### src/rtl/fsc_pkg.sv
package fsc_pkg;

  localparam logic [7:0] A_CTRL  = 8'h10;
  localparam logic [7:0] A_PAGE  = 8'h11;
  localparam logic [7:0] A_BANK  = 8'h12;
  localparam logic [7:0] A_TRIG  = 8'h13;
  localparam logic [7:0] A_FLAGS = 8'h14;

  localparam int CB_PWE    = 0;
  localparam int CB_MASS   = 1;
  localparam int CB_SECURE = 6;
  localparam int CB_PREBT  = 7;

  typedef enum logic [1:0] {ER_NONE, ER_PAGE, ER_MASS} erase_kind_e;

  // Decide what a trigger write starts; mass arming wins over page arming.
  function automatic erase_kind_e pick_erase(input logic trig, input logic busy,
                                             input logic mass_armed, input logic page_armed);
    if (!trig || busy)   return ER_NONE;
    else if (mass_armed) return ER_MASS;
    else if (page_armed) return ER_PAGE;
    else                 return ER_NONE;
  endfunction

  // Sticky flags: a software write keeps a bit only where it writes 1; hardware sets win.
  function automatic logic [1:0] flag_next(input logic [1:0] cur, input logic sw_wr,
                                           input logic [1:0] sw_data, input logic [1:0] hw_set);
    logic [1:0] v;
    v = sw_wr ? (cur & sw_data) : cur;
    return v | hw_set;
  endfunction

endpackage

### src/rtl/fsc_regs.sv
module fsc_regs #(
  parameter int PAGE_W = 7,
  parameter int BANK_W = 3
) (
  input  logic              clk,
  input  logic              rst_n,
  input  logic              sfr_wr,
  input  logic [7:0]        sfr_addr,
  input  logic [7:0]        sfr_wdata,
  output logic [7:0]        sfr_rdata,
  input  logic              consume_page,
  input  logic              consume_mass,
  input  logic              preboot,
  input  logic [1:0]        flag_set,
  output logic              pwe_q,
  output logic              mass_en_q,
  output logic              secure_q,
  output logic [PAGE_W-1:0] page_q,
  output logic              page_valid_q,
  output logic [BANK_W-1:0] bank_q,
  output logic [1:0]        flags_q
);
  import fsc_pkg::*;

  logic wr_ctrl, wr_page, wr_bank, wr_flags;

  assign wr_ctrl  = sfr_wr && (sfr_addr == A_CTRL);
  assign wr_page  = sfr_wr && (sfr_addr == A_PAGE);
  assign wr_bank  = sfr_wr && (sfr_addr == A_BANK);
  assign wr_flags = sfr_wr && (sfr_addr == A_FLAGS);

  always_ff @(posedge clk or negedge rst_n) begin
    if (!rst_n) begin
      pwe_q        <= 1'b0;
      mass_en_q    <= 1'b0;
      secure_q     <= 1'b0;
      page_q       <= '0;
      page_valid_q <= 1'b0;
      bank_q       <= '0;
      flags_q      <= '0;
    end else begin
      if (wr_ctrl) begin
        pwe_q     <= sfr_wdata[CB_PWE];
        mass_en_q <= sfr_wdata[CB_MASS];
        secure_q  <= secure_q | sfr_wdata[CB_SECURE];
      end else if (consume_mass) begin
        mass_en_q <= 1'b0;
      end
      if (wr_page) begin
        page_q       <= sfr_wdata[PAGE_W-1:0];
        page_valid_q <= 1'b1;
      end else if (consume_page) begin
        page_valid_q <= 1'b0;
      end
      if (wr_bank) bank_q <= sfr_wdata[BANK_W-1:0];
      flags_q <= flag_next(flags_q, wr_flags, sfr_wdata[1:0], flag_set);
    end
  end

  always_comb begin
    case (sfr_addr)
      A_CTRL:  sfr_rdata = {preboot, secure_q, 4'b0000, mass_en_q, pwe_q};
      A_PAGE:  sfr_rdata = 8'(page_q);
      A_BANK:  sfr_rdata = 8'(bank_q);
      A_FLAGS: sfr_rdata = {6'b000000, flags_q};
      default: sfr_rdata = 8'h00;
    endcase
  end

endmodule

### src/rtl/fsc_erase.sv
module fsc_erase (
  input  logic clk,
  input  logic rst_n,
  input  logic trig_wr,
  input  logic mass_armed,
  input  logic page_armed,
  input  logic done,
  output logic fire_page,
  output logic fire_mass,
  output logic active,
  output logic page_start_q,
  output logic mass_start_q,
  output logic busy_q
);
  import fsc_pkg::*;

  erase_kind_e kind;

  assign kind      = pick_erase(trig_wr, busy_q, mass_armed, page_armed);
  assign fire_page = (kind == ER_PAGE);
  assign fire_mass = (kind == ER_MASS);
  assign active    = busy_q | fire_page | fire_mass;

  always_ff @(posedge clk or negedge rst_n) begin
    if (!rst_n) begin
      page_start_q <= 1'b0;
      mass_start_q <= 1'b0;
      busy_q       <= 1'b0;
    end else begin
      page_start_q <= fire_page;
      mass_start_q <= fire_mass;
      if (fire_page || fire_mass) busy_q <= 1'b1;
      else if (done)              busy_q <= 1'b0;
    end
  end

endmodule

### src/rtl/fsc_xwrite.sv
module fsc_xwrite #(
  parameter int XA_W   = 16,
  parameter int BANK_W = 3,
  localparam int WA_W  = BANK_W + XA_W
) (
  input  logic              clk,
  input  logic              rst_n,
  input  logic              xw_en,
  input  logic [XA_W-1:0]   xw_addr,
  input  logic [7:0]        xw_data,
  input  logic              pwe,
  input  logic [BANK_W-1:0] bank,
  input  logic              blocked,
  input  logic              ce_busy,
  input  logic              ce_pass_start,
  output logic              ram_we_q,
  output logic              flash_req_q,
  output logic [WA_W-1:0]   wr_addr_q,
  output logic [7:0]        wr_data_q,
  output logic [1:0]        coll_set
);

  always_ff @(posedge clk or negedge rst_n) begin
    if (!rst_n) begin
      ram_we_q    <= 1'b0;
      flash_req_q <= 1'b0;
      wr_addr_q   <= '0;
      wr_data_q   <= '0;
    end else begin
      ram_we_q    <= xw_en && !pwe;
      flash_req_q <= xw_en && pwe && !blocked;
      if (xw_en) begin
        wr_addr_q <= {bank, xw_addr};
        wr_data_q <= xw_data;
      end
    end
  end

  // bit 0: issued flash write overlaps engine busy; bit 1: attempt on pass start
  assign coll_set = {xw_en && pwe && ce_pass_start, flash_req_q && ce_busy};

endmodule

### src/rtl/flash_sfr_ctl.sv
module flash_sfr_ctl #(
  parameter int PAGE_W = 7,
  parameter int BANK_W = 3,
  parameter int XA_W   = 16,
  localparam int WA_W  = BANK_W + XA_W
) (
  input  logic              clk,
  input  logic              rst_n,
  input  logic              sfr_wr,
  input  logic [7:0]        sfr_addr,
  input  logic [7:0]        sfr_wdata,
  output logic [7:0]        sfr_rdata,
  input  logic              xw_en,
  input  logic [XA_W-1:0]   xw_addr,
  input  logic [7:0]        xw_data,
  output logic              ram_we,
  output logic              flash_wr_req,
  output logic [WA_W-1:0]   wr_addr,
  output logic [7:0]        wr_data,
  output logic [PAGE_W-1:0] erase_page,
  output logic              page_erase_start,
  output logic              mass_erase_start,
  output logic              erase_busy,
  input  logic              erase_done,
  input  logic              ce_busy,
  input  logic              ce_pass_start,
  input  logic              preboot,
  input  logic [7:0]        flash_rd_data,
  output logic [7:0]        ext_rd_data
);
  import fsc_pkg::*;

  logic              trig_wr;
  logic              fire_page, fire_mass, erase_active;
  logic              pwe_q, mass_en_q, secure_q, page_valid_q;
  logic [PAGE_W-1:0] page_q;
  logic [BANK_W-1:0] bank_q;
  logic [1:0]        flags_q;
  logic [1:0]        coll_set;

  assign trig_wr = sfr_wr && (sfr_addr == A_TRIG);

  fsc_regs #(.PAGE_W(PAGE_W), .BANK_W(BANK_W)) u_regs (
    .clk(clk), .rst_n(rst_n),
    .sfr_wr(sfr_wr), .sfr_addr(sfr_addr), .sfr_wdata(sfr_wdata), .sfr_rdata(sfr_rdata),
    .consume_page(fire_page), .consume_mass(fire_mass),
    .preboot(preboot), .flag_set(coll_set),
    .pwe_q(pwe_q), .mass_en_q(mass_en_q), .secure_q(secure_q),
    .page_q(page_q), .page_valid_q(page_valid_q), .bank_q(bank_q), .flags_q(flags_q)
  );

  fsc_erase u_erase (
    .clk(clk), .rst_n(rst_n), .trig_wr(trig_wr),
    .mass_armed(mass_en_q), .page_armed(page_valid_q), .done(erase_done),
    .fire_page(fire_page), .fire_mass(fire_mass), .active(erase_active),
    .page_start_q(page_erase_start), .mass_start_q(mass_erase_start), .busy_q(erase_busy)
  );

  fsc_xwrite #(.XA_W(XA_W), .BANK_W(BANK_W)) u_xwrite (
    .clk(clk), .rst_n(rst_n),
    .xw_en(xw_en), .xw_addr(xw_addr), .xw_data(xw_data),
    .pwe(pwe_q), .bank(bank_q), .blocked(erase_active),
    .ce_busy(ce_busy), .ce_pass_start(ce_pass_start),
    .ram_we_q(ram_we), .flash_req_q(flash_wr_req),
    .wr_addr_q(wr_addr), .wr_data_q(wr_data), .coll_set(coll_set)
  );

  assign erase_page  = page_q;
  assign ext_rd_data = secure_q ? 8'h00 : flash_rd_data;

endmodule

### config.mk
export PLATFORM = sky130hd
export DESIGN_NAME = flash_sfr_ctl
export DESIGN_NICKNAME = d
export VERILOG_FILES = /design/src/rtl/fsc_pkg.sv /design/src/rtl/fsc_regs.sv /design/src/rtl/fsc_erase.sv /design/src/rtl/fsc_xwrite.sv /design/src/rtl/flash_sfr_ctl.sv
export SDC_FILE = /design/constraint.sdc
export NUM_CORES = 1
export LEC_CHECK = 0
export BUFFER_PORTS_ARGS = -buffer_cell sky130_fd_sc_hd__buf_2
export CAP_MARGIN = 20
export CORE_MARGIN = 2
export CORE_UTILIZATION = 45
export CTS_CLUSTER_SIZE = 40
export DETAILED_ROUTE_END_ITERATION = 10
export GPL_TIMING_DRIVEN = 0
export HOLD_SLACK_MARGIN = 0.03
export PLACE_DENSITY = 0.77
export SYNTH_ARGS = -nofsm -noshare
export SYNTH_HDL_FRONTEND = slang
export SYNTH_SLANG_ARGS = --single-unit
### constraint.sdc
create_clock -name clk -period 1.7 [get_ports clk]
set_input_delay 0.255 -clock clk [delete_from_list [all_inputs] [get_ports clk]]
set_output_delay 0.255 -clock clk [all_outputs]
set_load 0.03 [all_outputs]
==> reports/summary.txt <==
Status = completed
Tcrit/Tclk final = 98.1%
Setup TNS = 0 ns
CTS max path bufs = 2
Reg-to-reg endpoint = u_xwrite.flash_req_q$_DFF_PN0_
HPWL after detailed placement = 3490 µm
Clk root buf = clkbuf_8
Initial Utilization = 47.6%
Initial antenna violation count = 0
LEAKAGE = 1.51 nW
Die width = 72.3 µm
Max_cap viols = 0
WHS Path Cells = 2
Count of state elements after synthesis = 48
Design area = 2880 µm²
Crit-path max cell delay = 0.38 ns
Num rows = 24
Final hold violations = 0
Unrepaired setup endpoints after global routing = yes
WP data arrival = 1.41 ns
DP Area = 2710 µm²
Yosys Warn Count = 0
Final Util = 65.3%
H-Tree Depth = 2
Worst-skew pair later-pin latency = 0.30 ns
Fmax achieved = 600 MHz
Crit path kind = register to primary output
DRC Markers = 0
Die height = 72.3 µm
Syn nets = 212
R2r startpoint = u_erase.busy_q$_DFFE_PN0P_
Worst hold path endpoint = u_erase.busy_q$_DFFE_PN0P_
CP max FO = 3
Setup-failing EPs final = 0
Critical path required time = 1.44 ns
Vias per cell = 5.11
Worst R2R Path Depth = 5
Vias in the first global route = 1681
TritonCTS Buffers = 5
Crit-path slowest cell = dfrtp_1
Multi-input logic area = 888 µm²
Critical-path cell list = mux2i_1 -> or3_1 -> a31oi_2 -> buf_6
IO Pins = 111
Clk_skew = 0.0113 ns
CTS tree = built
ANT nets after route = 0
Vias = 1661
Crit-path leading delay family = flip-flops
Antenna diodes = 0
Clock sink count = 48
Clock slew at reported path FFs = 0.10 ns
Worst Hold Class = input port to register
Largest net degree at the start of global routing = 49
CP Capture Type = primary output
Core Footprint = 4410 µm²
Slew headroom = 62.4%
Crit path buffers/inverters = 1
Layout cells sized above 1 = 62.3%
Pre-antenna DRT Iters = 4
Total GRT Usage = 18.3%
Synth unique cells = 35
Worst-margin pin slew = 0.565 ns
Seq/Total Area, Yosys = 57.1%
Final wirelength = 4580 µm
Gate Count Post-Synth = 154
R2r setup slk = 0.23 ns
Startpoint type of the worst setup path = register
Syn Area/Cell = 13.6 µm²
Die area = 5230 µm²
Fin. max-slew vios = 0
First-pass GRT wire length = 7510 µm
Critical hold path startpoint = erase_done
PortBufs = 106
Nets = 330
Total of fill cells in the finished design = 338
Routed wire length per instance = 14.1 µm
P&R area growth vs syn = 37.1%
Drt first-iter violations = 45
GP Congestion = 0.828
Mapped Area = 2100 µm²
Non-filler instance count after layout = 325
Peak VDD IR = 511 µV
Placed Instances = 312
Register area = 1200 µm²
PD cells = 855 nW/µm²
Total grt overflow = 0
Min Tclk post-route = 1.67 ns
## cell families (layout without fill, tap and decap cells)
family | count (synthesis) | after routing | synth area share [%]
multiplexers | 41 | 41 | 21.8
adder cells (fa/ha/maj) | 2 | 2 | 1.19
AO/OA/AOI/OAI | 13 | 13 | 4.52
buffers and inverters | 8 | 127 | 1.79
flip-flops | 48 | 48 | 57.1
AND/OR/NAND/NOR | 42 | 42 | 13.5
## worst register-to-register path: stages (launching register included)
cell	delay, ns
dfrtp_1	0.41
inv_1	0.09
nand4_2	0.10
or3_1	0.33
ha_1	0.23
nor4_1	0.22
## stage by stage
stage	hold slack, ns	power [mW]	worst slack [ns]
6_report	0.123	2.46	0.0325
5_1_grt	0.150	2.58	-0.0379
4_1_cts	0.123	2.48	0.0116
3_5_place_dp	0.446	1.78	-0.178
3_3_place_gp	0.449	1.77	-0.148
2_1_floorplan	-0.0406	1.60	0.0224
## power by group
part | internal, mW | switching (mW) | total [mW]
Clock | 0.325 | 0.369 | 0.694
Sequential | 1.22 | 0.0432 | 1.26
Combinational | 0.200 | 0.307 | 0.507
## per-layer routing
layer,vias to the layer above,global-route usage (%),share of wire [%]
met4,0,5.03,1.1
met5,-,0,0
li1,789,-,-
met3,6,6.94,10
met2,86,30.4,46
met1,780,22.3,43
## timing repair
action / in CTS / in global routing
endpoints found under the hold margin: 0 / 22
buffers inserted: 3 / 0
hold buffers: 0 / 1
pin swaps: 1 / 0
gates resized for setup: 1 / 5
setup endpoints to repair: 2 / 2
## cell usage in the layout, fill, tap and decap left out, drive strengths merged, types with 2 or more instances in the layout
master	synthesis	final
ha	2	2
dfrtp	48	48
clkinv	0	2
clkbuf	4	10
buf	1	111
nor4	2	2
nand2	2	2
a21o	2	2
inv	3	3
a22oi	2	2
nor2b	11	11
and2	2	2
o21ai	2	2
nor2	5	5
nand3	5	5
or3	2	2
mux2i	2	2
nor3	3	3
mux2	39	39
nand4	2	2
and3	4	4
## how the worst max path moves through the flow
stage / start / to / depth (start not counted)
after floorplan: sfr_addr[2] / u_xwrite.flash_req_q$_DFF_PN0_ / 6
after global placement: sfr_addr[7] / u_xwrite.flash_req_q$_DFF_PN0_ / 6
after detailed placement: sfr_addr[7] / u_xwrite.flash_req_q$_DFF_PN0_ / 6
after CTS: u_regs.flags_q[0]$_DFF_PN0_ / sfr_rdata[0] / 4
after global routing: u_regs.flags_q[0]$_DFF_PN0_ / sfr_rdata[0] / 4
final: u_regs.flags_q[0]$_DFF_PN0_ / sfr_rdata[0] / 4
## synth_stat cells
library cell,n,area (µm²)
nor4_1,2,12.5
nand4_2,1,12.5
or3_1,2,12.5
o21ai_0,2,10.0
a22o_1,1,8.76
nand3_1,3,15.0
ha_1,2,25.0
a22oi_1,2,15.0
a31oi_1,1,6.26
mux2_2,39,439
mux2i_1,2,20.0
and4bb_4,1,16.3
nor2_1,5,18.8
and2b_1,1,7.51
a211oi_1,1,7.51
or2_2,1,6.26
nand2_1,2,7.51
clkbuf_1,4,15.0
nor2b_1,11,68.8
nor3_4,1,16.3
a21o_1,2,15.0
and2_1,2,12.5
a21oi_1,1,5.00
a21boi_0,1,7.51
buf_6,1,11.3
dfrtp_1,48,1200
a32o_1,1,10.0
nor3_1,2,10.0
and3b_1,1,8.76
nand3_2,1,10.0
nand3_4,1,17.5
nand4_1,1,6.26
inv_1,3,11.3
a41o_1,1,10.0
and3_1,4,25.0
## final cells by class
cell class,count,area share (%)
flip-flops and latches,48,41.7
multi-input cells,98,30.8
repair buffers,111,20.7
clock buffers,6,2.86
well taps,52,2.26
plain buffers,5,0.955
inverters,3,0.391
clock inverters,2,0.347
## registers in the layout, summed over array words and instances, names as in the netlist, 2 cells and up
register            count
u_regs.page_q           7
u_regs.flags_q          2
u_xwrite.wr_addr_q     19
u_regs.bank_q           3
u_xwrite.wr_data_q      8
Note: power is estimated with default switching activity, not from simulation.
